File: config.mk
export PLATFORM = sky130hd
export DESIGN_NAME = hazard_stall_unit
export DESIGN_NICKNAME = d
export VERILOG_FILES = /design/src/rtl/hz_pkg.sv /design/src/rtl/hz_decode.sv /design/src/rtl/hz_tracker.sv /design/src/rtl/hz_match.sv /design/src/rtl/hazard_stall_unit.sv
export SDC_FILE = /design/constraint.sdc
export NUM_CORES = 1
export LEC_CHECK = 0
export BUFFER_PORTS_ARGS = -buffer_cell sky130_fd_sc_hd__buf_2
export CORE_MARGIN = 1.5
export CORE_UTILIZATION = 46
export CTS_CLUSTER_DIAMETER = 30
export CTS_CLUSTER_SIZE = 24
export DETAILED_ROUTE_END_ITERATION = 8
export GPL_TIMING_DRIVEN = 0
export PLACE_DENSITY = 0.69
export SLEW_MARGIN = 10
export SYNTH_ARGS = -nofsm -noshare
export SYNTH_HDL_FRONTEND = slang
export SYNTH_HIERARCHICAL = 1
export SYNTH_SLANG_ARGS = --single-unit
File: constraint.sdc
create_clock -name clk -period 4.7 [get_ports clk]
set_input_delay 0.94 -clock clk [delete_from_list [all_inputs] [get_ports clk]]
set_output_delay 0.94 -clock clk [all_outputs]
set_load 0.01 [all_outputs]
File: src/rtl/hz_pkg.sv
package hz_pkg;

   localparam int OPC_W = 8;

   localparam logic [OPC_W-1:0] OP_NOP   = 8'h00;
   localparam logic [OPC_W-1:0] OP_ADD   = 8'h01;
   localparam logic [OPC_W-1:0] OP_MUL   = 8'h02;
   localparam logic [OPC_W-1:0] OP_SUB   = 8'h03;
   localparam logic [OPC_W-1:0] OP_COPY  = 8'h05;
   localparam logic [OPC_W-1:0] OP_IMM   = 8'h06;
   localparam logic [OPC_W-1:0] OP_LOAD  = 8'h07;
   localparam logic [OPC_W-1:0] OP_STORE = 8'h08;

   // Which source fields an instruction reads
   typedef enum logic [1:0] {
      SRC_NONE = 2'd0,
      SRC_B    = 2'd1,
      SRC_BC   = 2'd2
   } src_sel_e;

   function automatic src_sel_e src_class(input logic [OPC_W-1:0] op);
      src_sel_e s;
      case (op)
         OP_ADD, OP_MUL, OP_SUB: s = SRC_BC;
         OP_COPY, OP_STORE:      s = SRC_B;
         default:                s = SRC_NONE;
      endcase
      return s;
   endfunction

   function automatic logic writes_dest(input logic [OPC_W-1:0] op);
      logic w;
      case (op)
         OP_ADD, OP_MUL, OP_SUB, OP_COPY, OP_IMM, OP_LOAD: w = 1'b1;
         default:                                         w = 1'b0;
      endcase
      return w;
   endfunction

endpackage

File: src/rtl/hz_decode.sv
module hz_decode
   import hz_pkg::*;
#(
   parameter int FIELD_W = 8,
   localparam int WORD_W = OPC_W + 3 * FIELD_W
) (
   input  logic [WORD_W-1:0]  word_i,
   output src_sel_e           src_o,
   output logic               prod_o,
   output logic [FIELD_W-1:0] fa_o,
   output logic [FIELD_W-1:0] fb_o,
   output logic [FIELD_W-1:0] fc_o
);

   localparam int C_LO = 0;
   localparam int B_LO = FIELD_W;
   localparam int A_LO = 2 * FIELD_W;
   localparam int O_LO = 3 * FIELD_W;

   logic [OPC_W-1:0] op;

   always_comb begin
      op     = word_i[O_LO +: OPC_W];
      fa_o   = word_i[A_LO +: FIELD_W];
      fb_o   = word_i[B_LO +: FIELD_W];
      fc_o   = word_i[C_LO +: FIELD_W];
      src_o  = src_class(op);
      prod_o = writes_dest(op);
   end

endmodule

File: src/rtl/hz_tracker.sv
module hz_tracker #(
   parameter int FIELD_W = 8,
   parameter int DEPTH   = 3
) (
   input  logic                     clk,
   input  logic                     rst,
   input  logic                     push_prod_i,
   input  logic [FIELD_W-1:0]       push_dst_i,
   output logic [DEPTH-1:0]         prod_o,
   output logic [DEPTH*FIELD_W-1:0] dst_o
);

   logic [DEPTH-1:0]   prod_q;
   logic [FIELD_W-1:0] dst_q [DEPTH];

   // Slot 0 holds the most recently issued instruction
   for (genvar i = 0; i < DEPTH; i++) begin : g_slot
      if (i == 0) begin : g_head
         always_ff @(posedge clk) begin
            if (rst) begin
               prod_q[0] <= 1'b0;
               dst_q[0]  <= '0;
            end else begin
               prod_q[0] <= push_prod_i;
               dst_q[0]  <= push_dst_i;
            end
         end
      end else begin : g_body
         always_ff @(posedge clk) begin
            if (rst) begin
               prod_q[i] <= 1'b0;
               dst_q[i]  <= '0;
            end else begin
               prod_q[i] <= prod_q[i-1];
               dst_q[i]  <= dst_q[i-1];
            end
         end
      end
      assign dst_o[i*FIELD_W +: FIELD_W] = dst_q[i];
   end

   assign prod_o = prod_q;

   // the window is empty of writers right after reset
   p_clear_after_reset_r1: assert property (@(posedge clk) disable iff (rst)
      $past(rst) |-> (prod_o == '0));

endmodule

File: src/rtl/hz_match.sv
module hz_match
   import hz_pkg::*;
#(
   parameter int FIELD_W = 8,
   parameter int DEPTH   = 3
) (
   input  src_sel_e                 src_i,
   input  logic [FIELD_W-1:0]       fb_i,
   input  logic [FIELD_W-1:0]       fc_i,
   input  logic [DEPTH-1:0]         prod_i,
   input  logic [DEPTH*FIELD_W-1:0] dst_i,
   output logic                     hit_o
);

   logic [DEPTH-1:0] slot_hit;
   logic             use_b;
   logic             use_c;

   assign use_b = (src_i == SRC_B) || (src_i == SRC_BC);
   assign use_c = (src_i == SRC_BC);

   for (genvar i = 0; i < DEPTH; i++) begin : g_cmp
      logic [FIELD_W-1:0] d;
      assign d = dst_i[i*FIELD_W +: FIELD_W];
      assign slot_hit[i] = prod_i[i] &
                           ((use_b && (fb_i == d)) || (use_c && (fc_i == d)));
   end

   assign hit_o = |slot_hit;

   // with no writer in the window there is never a conflict
   always_comb begin
      if (prod_i == '0) begin
         p_no_writer_no_hit_r5: assert (!hit_o);
      end
   end

endmodule

File: src/rtl/hazard_stall_unit.sv
module hazard_stall_unit
   import hz_pkg::*;
#(
   parameter int FIELD_W = 8,
   parameter int DEPTH   = 3,
   localparam int WORD_W = OPC_W + 3 * FIELD_W,
   localparam int RUN_W  = $clog2(DEPTH + 2)
) (
   input  logic              clk,
   input  logic              rst,
   input  logic [WORD_W-1:0] fetch_word_i,
   output logic              stall_o,
   output logic [WORD_W-1:0] issue_word_o
);

   if (FIELD_W < 1 || FIELD_W > 16) begin : g_bad_field
      $error("hazard_stall_unit: FIELD_W out of range");
   end
   if (DEPTH < 1 || DEPTH > 8) begin : g_bad_depth
      $error("hazard_stall_unit: DEPTH out of range");
   end

   logic              hold_q;
   logic [WORD_W-1:0] held_q;
   logic [WORD_W-1:0] cand;

   src_sel_e           c_src;
   logic               c_prod;
   logic [FIELD_W-1:0] c_fa, c_fb, c_fc;

   logic [DEPTH-1:0]         trk_prod;
   logic [DEPTH*FIELD_W-1:0] trk_dst;
   logic                     hit;

   // While holding, the captured word replaces the fetch input
   assign cand = hold_q ? held_q : fetch_word_i;

   hz_decode #(.FIELD_W(FIELD_W)) u_dec (
      .word_i (cand),
      .src_o  (c_src),
      .prod_o (c_prod),
      .fa_o   (c_fa),
      .fb_o   (c_fb),
      .fc_o   (c_fc)
   );

   hz_match #(.FIELD_W(FIELD_W), .DEPTH(DEPTH)) u_match (
      .src_i  (c_src),
      .fb_i   (c_fb),
      .fc_i   (c_fc),
      .prod_i (trk_prod),
      .dst_i  (trk_dst),
      .hit_o  (hit)
   );

   // A stall pushes a NOP slot; an issue pushes the word's writer info
   hz_tracker #(.FIELD_W(FIELD_W), .DEPTH(DEPTH)) u_trk (
      .clk         (clk),
      .rst         (rst),
      .push_prod_i (c_prod & ~hit),
      .push_dst_i  (hit ? '0 : c_fa),
      .prod_o      (trk_prod),
      .dst_o       (trk_dst)
   );

   always_ff @(posedge clk) begin
      if (rst) begin
         hold_q <= 1'b0;
         held_q <= '0;
      end else begin
         hold_q <= hit;
         if (hit) begin
            held_q <= cand;
         end
      end
   end

   assign stall_o      = hit;
   assign issue_word_o = hit ? '0 : cand;

   // Consecutive stall cycles, used to bound the bubble length
   logic [RUN_W-1:0] run_q;
   always_ff @(posedge clk) begin
      if (rst) begin
         run_q <= '0;
      end else if (!stall_o) begin
         run_q <= '0;
      end else if (run_q != '1) begin
         run_q <= run_q + 1'b1;
      end
   end

   p_reset_quiet_r1: assert property (@(posedge clk) disable iff (rst)
      $past(rst) |-> !stall_o);

   p_nop_on_stall_r6: assert property (@(posedge clk) disable iff (rst)
      stall_o |-> (issue_word_o == '0));

   p_silent_class_r4: assert property (@(posedge clk) disable iff (rst)
      (c_src == SRC_NONE) |-> !stall_o);

   p_bubble_bound_r7: assert property (@(posedge clk) disable iff (rst)
      run_q <= RUN_W'(DEPTH));

   p_stall_pushes_nop_r6: assert property (@(posedge clk) disable iff (rst)
      stall_o |=> !trk_prod[0]);

   p_release_real_r8: assert property (@(posedge clk) disable iff (rst)
      $fell(stall_o) |-> (issue_word_o[WORD_W-1 -: OPC_W] != OP_NOP));

endmodule

==> impl_results.md <==
- Status: completed
- Wire length per cell: about 15 µm
- Global-route wire length before repair: 14260 µm
- Syn_area_per_cell: 9.835 µm²
- Critical path class: input pin to output port
- Max Cap Violations: 0
- Max Clk Rate: 217.0 MHz
- Largest net degree at the start of global routing: 12
- Die X: 94.08 µm
- Vias in the first global route: around 2900
- HP Start: held_q[0]
- Rows: 33
- Clk_skew: between 0.01 and 0.015 ns
- Antenna viol nets, final: 0
- CTS H-Tree Depth: 3
- Pre-CTS WS: -0.4870 ns
- CTS Buffer Depth: 2
- Worst r2r path cells: 14
- Area Growth Syn to Fin: 19.51%
- Library cells used by synthesis: 32
- Commonest non-fill, non-tap cell in the layout: buf_2
- Pwr/cell area: approximately 240 mW/mm²
- Ys async rst share: 0%
- Starting density of the core: a little under half
- Diode count: 0
- CP Data Arrival Time: around 3.7 ns
- Final hold vios: 0
- Total Wirelength: around 8900 µm
- FF-to-FF setup slack: slightly below 0.7 ns
- Nets: between 500 and 600
- Final setup fails: 0
- Hold-fix buffer count after cts: 0
- Hold slack final: 0.4685 ns
- Clock slew at reported path FFs: around 0.070 ns
- EDFF count, synth: 0
- Die height: 94.08 µm
- Core ar.: a little over 0.008 mm²
- Routability cong.: 0.9411
- Leakage: 1.786 nW
- Fillcell total: 720
- Initial DRC count: approximately 140
- CTS tree: yes
- TNS Setup: 0 ns
- Relative slew slack: 72.83%
- DRC: 0
- Final Cycle Share: 98.05%
- Pre-Repair DR Iteration Count: 4
- Most frequent cells in the layout: buf_2 (69), nor2b_1 (63), dfxtp_1 (60)
- RSZ-0062 raised after global routing: yes
- Critical path's slowest cell: or4_4
- Register area: 0.001201 mm²
- Initial antenna violation count: 0
- Crit-path most repeated cell: buf_2
- Multi-input gate area: roughly 0.0023 mm²
- Ys flop type: dfxtp_1
- Critical Path Source: fetch_word_i[29]
- Post-Synthesis Cells: 388
- Total CTS buffers: 9
- Final worst slack: between 0.09 and 0.1 ns
- Hold Crit Depth: 2
- Critical path, cell by cell: buf_2, mux2_4, or4_4, a211oi_2, inv_1, ha_4, nor4b_4, a41oi_2, nand4_1, buf_6, clkbuf_8, nor2b_1, buf_2
- Via/cell ratio: 5.045
- Minimum clock period: 4.608 ns
- CP required: approximately 3.8 ns
- Clock Sinks: 60
- Die area: 0.008851 mm²
- Worst setup SP type: input pin
- I/O Buffers: 66
- Worst-Skew Late Latency: ~0.34 ns
- Crit-path max cell delay: 0.58 ns
- Yosys reg bits: 60
- Critical R2R Launch: hold_q
- Vias: between 2000 and 3000
- Layout cells sized above 1: between 30 and 40%
- Final slew viol count: 0
- Synthesized Nets: about 420
- Hpwl dp: 6762 µm
- Worst setup EP type: output port
- R2r endpoint: held_q[8]
- Hold path endpoint: held_q[0]
- Max VDD drop: around 0.18 mV
- Synthesized area: roughly 0.0038 mm²
- Crit path max fanout: 10
- Root Buffer: clkbuf_8
- Worst hold path class: flop to flop
- Io pins: 67
- Gr usage total: 21.06%
- Gr ovfl total: 0
- Seq/Total Area, Yosys: between 30% and 40%
- Worst slew pin tran: 0.4075 ns
- Yosys warning count: 6
==> synthesized netlist by cell type, drive strengths merged (2+ instances only) <==
master	count	area [µm²]
nand4	9	56.30
nor3	3	15.01
o21ai	33	165.2
nand2b	32	200.2
dfxtp	60	1201
xor2	6	52.55
nor2b	63	394.1
and2b	7	61.31
mux2	32	465.4
clkbuf	16	62.56
nand4bb	32	360.4
nand3	4	20.02
nor4	3	25.02
buf	35	272.8
nor4b	2	23.77
xnor2	42	367.9
==> metal layers <==
layer  vias up  track usage, %  routed length [µm]
li1       1465               -                   -
met1      1365           26.81                4085
met2        71           34.06                4226
met3        20           5.097                 363
met4         0           8.458                 194
met5         -               0                   0
==> report_power, final <==
group / internal [W] / switching, W / leakage, nW / total [W]
sequential: 0.000517 / 0.00000897 / 0.487 / 0.000526
clock: 0.000197 / 0.000191 / 0.0848 / 0.000388
combinational: 0.0000977 / 0.0000751 / 1.21 / 0.000173
==> kinds of logic (layout without fill, tap and decap cells) <==
kind of cell | Yosys count | in the layout | synth area share (%)
DFF | 60 | 60 | 31.48
AOI/OAI and AO/OA | 35 | 35 | 4.885
and+or+nand+nor | 160 | 160 | 31.21
buffers and inverters | 52 | 138 | 8.885
adders and majority gates | 1 | 1 | 0.3278
xor gates and xnor gates | 48 | 48 | 11.02
muxes | 32 | 32 | 12.20
==> stage by stage <==
stage	cells	instance area [µm²]	power, W	util, %
floorplan	388	3816	0.0006533	-
global placement	559	4278	0.0007066	52.59
detailed placement	559	4278	0.0007081	52.59
CTS	576	4483	0.001093	55.11
global route	579	4561	0.001131	56.07
finish	579	4561	0.001087	56.07
==> critical path, delay by kind of cell <==
family / cells / cell delay (ns)
AO/OA/AOI/OAI: 2 / 0.45
adder cells (fa/ha/maj): 1 / 0.32
buffers and inverters: 5 / 0.72
multiplexers: 1 / 0.27
AND/OR/NAND/NOR: 4 / 0.98
==> repair_timing <==
item	4_1_cts	5_1_grt
pin swaps	2	3
endpoints found under the hold margin	0	0
setup buffers	3	3
resized for setup	10	10
setup endpoints to repair	32	32
==> registers in the layout, summed over array words and instances (netlist names) <==
name          cells
held_q           32
u_trk/prod_o      3
hold_q            1
u_trk/dst_q      24
==> how the worst max path moves through the flow <==
stage                             endpoint  slack [ns]  cells past startpoint
after floorplan            issue_word_o[0]        0.25                     11
after global placement     issue_word_o[0]       -0.45                     13
after detailed placement   issue_word_o[0]       -0.49                     13
after CTS                 issue_word_o[10]       0.002                     14
after global routing       issue_word_o[0]       -0.04                     12
final                      issue_word_o[0]        0.09                     13
==> final cells by class <==
type / count / share of cell area [%]
sequential: 60 / 26.34
clock buffer: 11 / 3.100
buffer: 51 / 8.176
timing repair buffer: 72 / 8.230
clock inverter: 3 / 0.3292
tap: 105 / 2.881
multi-input combinational: 276 / 50.86
inverter: 1 / 0.08230
Note: power is estimated with default switching activity, not from simulation.
